<file path="src/rtl/rsd_pkg.sv">
package rsd_pkg;
    localparam int unsigned DEF_FACTOR_W   = 4;
    localparam int unsigned DEF_CFG_W      = 6;
    localparam int unsigned DEF_OVERSAMPLE = 16;
    localparam int unsigned DEF_SETTLE_CLK = 64;

    // ticks represented by one unit of the factor: an eighth of a full or half period
    function automatic int unsigned ticks_per_step(input int unsigned oversample, input bit half);
        return half ? oversample / 16 : oversample / 8;
    endfunction
endpackage

</file>
<file path="src/rtl/rsd_cfg.sv">
module rsd_cfg #(
    parameter int unsigned FACTOR_W = rsd_pkg::DEF_FACTOR_W,
    parameter int unsigned CFG_W    = rsd_pkg::DEF_CFG_W
) (
    input  logic                clk,
    input  logic                rst_n,
    input  logic                enable,
    input  logic                wr,
    input  logic [CFG_W-1:0]    factor_in,
    input  logic                half_in,
    output logic [FACTOR_W-1:0] factor_q,
    output logic                half_q
);
    localparam int unsigned FMAX = (1 << FACTOR_W) - 1;

    typedef struct packed {
        logic [FACTOR_W-1:0] factor;
        logic                half;
    } cfg_t;

    cfg_t st_d, st_q;

    always_comb begin
        st_d = st_q;
        if (wr && !enable) begin
            if (factor_in > CFG_W'(FMAX))
                st_d.factor = FACTOR_W'(FMAX);
            else
                st_d.factor = factor_in[FACTOR_W-1:0];
            st_d.half = half_in;
        end
    end

    always_ff @(posedge clk or negedge rst_n) begin
        if (!rst_n) st_q <= '0;
        else        st_q <= st_d;
    end

    assign factor_q = st_q.factor;
    assign half_q   = st_q.half;
endmodule

</file>
<file path="src/rtl/rsd_settle.sv">
module rsd_settle #(
    parameter int unsigned LIMIT = rsd_pkg::DEF_SETTLE_CLK * rsd_pkg::DEF_OVERSAMPLE
) (
    input  logic clk,
    input  logic rst_n,
    input  logic enable,
    output logic settled
);
    localparam int unsigned CNT_W = $clog2(LIMIT + 1);

    typedef struct packed {
        logic [CNT_W-1:0] cnt;
    } settle_t;

    settle_t st_d, st_q;

    always_comb begin
        st_d = st_q;
        if (!enable)
            st_d.cnt = '0;
        else if (st_q.cnt != CNT_W'(LIMIT))
            st_d.cnt = st_q.cnt + 1'b1;
    end

    always_ff @(posedge clk or negedge rst_n) begin
        if (!rst_n) st_q <= '0;
        else        st_q <= st_d;
    end

    assign settled = (st_q.cnt == CNT_W'(LIMIT));
endmodule

</file>
<file path="src/rtl/rsd_delay.sv">
module rsd_delay #(
    parameter int unsigned FACTOR_W   = rsd_pkg::DEF_FACTOR_W,
    parameter int unsigned OVERSAMPLE = rsd_pkg::DEF_OVERSAMPLE
) (
    input  logic                clk,
    input  logic                rst_n,
    input  logic                enable,
    input  logic [FACTOR_W-1:0] factor,
    input  logic                half,
    input  logic                strobe,
    output logic                capture
);
    localparam int unsigned FULL_STEP = rsd_pkg::ticks_per_step(OVERSAMPLE, 1'b0);
    localparam int unsigned HALF_STEP = rsd_pkg::ticks_per_step(OVERSAMPLE, 1'b1);
    localparam int unsigned FMAX      = (1 << FACTOR_W) - 1;
    localparam int unsigned REM_W     = $clog2(FMAX * FULL_STEP + 1);

    typedef struct packed {
        logic [REM_W-1:0] rem;
    } dly_t;

    dly_t             st_d, st_q;
    logic             bypass;
    logic             launch;
    logic [REM_W-1:0] ticks;

    always_comb begin
        bypass = !enable || (factor == '0);
        launch = strobe && !bypass;
        ticks  = half ? REM_W'(factor * HALF_STEP) : REM_W'(factor * FULL_STEP);
        st_d   = st_q;
        if (!enable)
            st_d.rem = '0;
        else if (launch)
            st_d.rem = ticks;
        else if (st_q.rem != '0)
            st_d.rem = st_q.rem - 1'b1;
        capture = (bypass && strobe) ||
                  (enable && !launch && (st_q.rem == REM_W'(1)));
    end

    always_ff @(posedge clk or negedge rst_n) begin
        if (!rst_n) st_q <= '0;
        else        st_q <= st_d;
    end
endmodule

</file>
<file path="src/rtl/rd_sample_delay.sv">
module rd_sample_delay #(
    parameter int unsigned FACTOR_W    = rsd_pkg::DEF_FACTOR_W,
    parameter int unsigned CFG_W       = rsd_pkg::DEF_CFG_W,
    parameter int unsigned OVERSAMPLE  = rsd_pkg::DEF_OVERSAMPLE,
    parameter int unsigned SETTLE_CLKS = rsd_pkg::DEF_SETTLE_CLK
) (
    input  logic             clk,
    input  logic             rst_n,
    input  logic             enable,
    input  logic             cfg_wr,
    input  logic [CFG_W-1:0] cfg_factor,
    input  logic             cfg_half,
    input  logic             strobe_rise,
    output logic             capture,
    output logic             ready
);
    localparam int unsigned SETTLE_TICKS = SETTLE_CLKS * OVERSAMPLE;

    logic [FACTOR_W-1:0] factor_q;
    logic                half_q;
    logic                settled;

    rsd_cfg #(.FACTOR_W(FACTOR_W), .CFG_W(CFG_W)) u_cfg (
        .clk(clk), .rst_n(rst_n), .enable(enable), .wr(cfg_wr),
        .factor_in(cfg_factor), .half_in(cfg_half),
        .factor_q(factor_q), .half_q(half_q)
    );

    rsd_settle #(.LIMIT(SETTLE_TICKS)) u_settle (
        .clk(clk), .rst_n(rst_n), .enable(enable), .settled(settled)
    );

    rsd_delay #(.FACTOR_W(FACTOR_W), .OVERSAMPLE(OVERSAMPLE)) u_delay (
        .clk(clk), .rst_n(rst_n), .enable(enable), .factor(factor_q),
        .half(half_q), .strobe(strobe_rise), .capture(capture)
    );

    assign ready = enable && settled;
endmodule

</file>
<file path="config.mk">
export PLATFORM = sky130hd
export DESIGN_NAME = rd_sample_delay
export DESIGN_NICKNAME = d
export VERILOG_FILES = /design/src/rtl/rsd_pkg.sv /design/src/rtl/rsd_cfg.sv /design/src/rtl/rsd_settle.sv /design/src/rtl/rsd_delay.sv /design/src/rtl/rd_sample_delay.sv
export SDC_FILE = /design/constraint.sdc
export NUM_CORES = 1
export LEC_CHECK = 0
export ABC_AREA = 1
export BUFFER_PORTS_ARGS = -buffer_cell sky130_fd_sc_hd__buf_2
export CORE_ASPECT_RATIO = 1.2
export CORE_MARGIN = 8
export CORE_UTILIZATION = 57
export DETAILED_ROUTE_END_ITERATION = 12
export PLACE_DENSITY = 0.78
export SKIP_CTS_REPAIR_TIMING = 1
export SYNTH_ARGS = -nofsm -noshare
export SYNTH_HDL_FRONTEND = slang
export SYNTH_SLANG_ARGS = --single-unit
</file>
<file path="constraint.sdc">
create_clock -name clk -period 1.65 [get_ports clk]
set_input_delay 0.165 -clock clk [delete_from_list [all_inputs] [get_ports clk]]
set_output_delay 0.165 -clock clk [all_outputs]
set_load 0.01 [all_outputs]
</file>
==> key figures <==
Timing
  • TNS Setup: 0 ps
  • RSZ-0062 raised after global routing: yes
  • Maximum clock frequency: 646.7 MHz
  • Worst-margin pin slew: 475.5 ps
  • Relative slew slack: 68.30%
  • Fin crit period: 1546 ps
  • Final setup viols: 0
  • Period utilization: 93.72%
  • Final Hold Fails: 0
  • Clock Skew: 1.421 ps
  • Fin. max-slew vios: 0

Placement
  • GP Congestion: 0.8172
  • Detailed Place HPWL: 2010 microns
  • PortBufs: 13
  • Cells after DPL: 218

Worst setup path
  • R2R Setup Slk: 190 ps
  • R2R Path End: u_delay.st_q[0]$_DFFE_PN0P_
  • Worst path slowest cell: dfrtp_1
  • CP max stage delay: 430 ps
  • CP arrival: 1380 ps
  • Setup CP Type: flip-flop to output port
  • R2R Path Start: u_delay.st_q[0]$_DFFE_PN0P_
  • Worst Reg-to-Reg Cells: 8
  • Critical path startpoint category: flip-flop
  • CP cell instances: inv_2 -> ha_2 -> nand4_1 -> nor3_2 -> buf_2
  • Critical Path RT: 1480 ps
  • CP Max Fanout: 3
  • Crit path capture type: output port

Power
  • PwrDens: 833.9 mW/mm^2
  • Maximum vdd drop: 560.4 uV
  • Static Leakage: 0.7413 nW

Detailed routing
  • DRT antenna net count: 0
  • Initial DRC Count: 22
  • Wire per inst: 11.47 microns
  • Via density per instance: 5.228
  • Final wirelength: 2616 microns
  • # DRC: 0
  • TritonRoute pass-1 iters: 4
  • Vias post-DR: 1,192

Min path
  • Hold/Removal Path Class: input port to flip-flop
  • Hold path endpoint: u_cfg.factor_q[0]$_DFFE_PN0P_
  • Min-delay src: cfg_factor[0]
  • Hold Crit Depth: 3

Layout
  • Register area: 525.5 sq um
  • Layout filler cell count: 201
  • Area occupied by multi-input gates: 673.1 sq um
  • Layout cells sized above 1: 21.32%
  • Nets: 214
  • Final Non-Filler Cells: 228
  • Diodes inserted: 0
  • Area delta synth->final: 11.13%

Synthesis
  • Largest family of logic cells by synthesized area: simple AND/OR/NAND/NOR gates
  • Post-synthesis mux area share: 0%
  • Syn nets: 194
  • Simple-gate share of the synthesized area: 35.45%
  • Area leader, netlist: dfrtp_1
  • Synth Cell Area: 0.001338 sq mm
  • Syn Inst Count: 178
  • Synth Flop Type: dfrtp_1
  • Most common cell in the netlist: nand2_1
  • Sequential fraction of the synthesis area: 39.29%
  • #FFs+latches synth: 21
  • Avg Inst Size Synth: 7.514 sq um
  • Asr flop ratio synth: 100.0%
  • Syn. warnings: 0
  • Post-synth EDFFs: 0
  • Synth unique cells: 28
  • Commonest cells post-synth: nand2_1, inv_1, nor2_1, dfrtp_1, nand3_1
  • Top cell type's share of synthesized area: 39.29%
  • Synth area leaders: dfrtp_1, nand2_1, inv_1, nor2_1, nand3_1
  • Post-synthesis xor/xnor area fraction: 0.6548%
  • Synth Area in Compound Gates: 9.916%
  • Post-Synth Adder-Cell Area: 3.742%

Clock network
  • Skew-Pair Late Insertion Delay: 300 ps
  • CTS Buffer Depth: 2
  • Num CTS Buffers: 3
  • H-tree depth: 1
  • CTS tree: done
  • Root buffer cell: clkbuf_4
  • CTS sink count: 21
  • Clock Pin Slew Worst Setup and Hold Paths: 110 ps

Global route
  • Grt ovf: 0
  • Grt met2 use: 22.86%
  • Vias in the first global route: 1,175
  • Global Route Usage Sum: 13.87%
  • Met1 usage: 16.41%
  • First-pass GRT wire length: 4705 microns
  • Initial antenna violation count: 0
  • Grt peak-use layer: met2
  • Met3 Use GR: 3.340%
  • Largest net degree at the start of global routing: 22

Floorplanning
  • Core Box Area: 0.002258 sq mm
  • I/O pins: 14
  • Die area: 0.004159 sq mm
  • Starting Density: 59.22%
  • Die Wd: 60.22 microns
  • Num rows: 19
  • Die Ht: 69.07 microns

Job
  • Max cap viols: 0

Run status
  • Run status: finished, final reports clean
==> where the power goes <==
group / total, mW / internal [mW] / switching (mW)
Sequential: 0.608 / 0.565 / 0.0436
Combinational: 0.380 / 0.161 / 0.219
Clock: 0.251 / 0.0944 / 0.156
==> cell type report <==
| cell class | instances | share of cell area [%] |
|---|---|---|
| clock buffers | 4 | 1.768 |
| flip-flops and latches | 21 | 35.35 |
| repair buffers | 20 | 8.081 |
| inverters | 26 | 6.902 |
| multi-input cells | 126 | 45.29 |
| well taps | 31 | 2.609 |
==> kinds of logic (layout without fill, tap and decap cells) <==
family | Yosys count | in the layout
flip-flops | 21 | 21
buffers and inverters | 31 | 50
XOR/XNOR | 1 | 1
AO/OA/AOI/OAI | 23 | 23
adder cells (fa/ha/maj) | 4 | 4
AND/OR/NAND/NOR | 98 | 98
==> state kept, by name, summed over array words and instances (netlist names) <==
| register | cells |
|---|---|
| u_cfg.factor_q | 4 |
| u_cfg.half_q | 1 |
| u_delay.st_q | 5 |
| u_settle.st_q | 11 |
==> layer usage <==
layer  routed length, microns  vias to the layer above
met5                        0                        -
met2                     1259                       28
met4                       31                        0
met3                      137                        4
li1                         -                      613
met1                     1187                      547
==> metrics by stage <==
step | hold WS (ps) | total power, mW | instance area (sq um) | utilization (%) | setup slack, ps
floorplan | -130.6 | 0.8834 | 1338 | - | 441.1
global placement | 149.4 | 0.9563 | 1405 | 62.22 | 379.1
detailed placement | 151.5 | 0.9669 | 1405 | 62.22 | 306.0
CTS | -196.3 | 1.219 | 1431 | 63.38 | 10.58
global route | 70.41 | 1.339 | 1486 | 65.82 | 2.597
finish | 76.16 | 1.240 | 1486 | 65.82 | 103.6
==> cell usage in the layout, fill, tap and decap left out, drive strengths merged <==
master,n
nand3,16
dlygate4sd3,1
a22oi,2
a31oi,1
clkinv,1
dfrtp,21
ha,4
nor3,6
buf,19
nor2,26
and3,1
xnor2,1
nand2,40
inv,25
a21oi,9
o21ai,11
nand4,7
nand3b,1
or2,1
clkbuf,4
==> critical path: cells and delay by family (launching register included) <==
family / cells / cell delay [ps]
buffers and inverters: 2 / 250
and+or+nand+nor: 2 / 200
adders and majority gates: 1 / 190
DFF: 1 / 430
==> worst max-delay path by stage <==
| stage | start | to |
|---|---|---|
| 2_1_floorplan | u_delay.st_q[0]$_DFFE_PN0P_ | u_delay.st_q[0]$_DFFE_PN0P_ |
| 3_3_place_gp | u_delay.st_q[0]$_DFFE_PN0P_ | u_delay.st_q[0]$_DFFE_PN0P_ |
| 3_5_place_dp | u_settle.st_q[0]$_DFFE_PN0N_ | u_settle.st_q[1]$_DFFE_PN0N_ |
| 4_1_cts | u_settle.st_q[0]$_DFFE_PN0N_ | ready |
| 5_1_grt | u_settle.st_q[0]$_DFFE_PN0N_ | ready |
| 6_report | u_settle.st_q[0]$_DFFE_PN0N_ | ready |
Power figures use the tool's default switching activity.
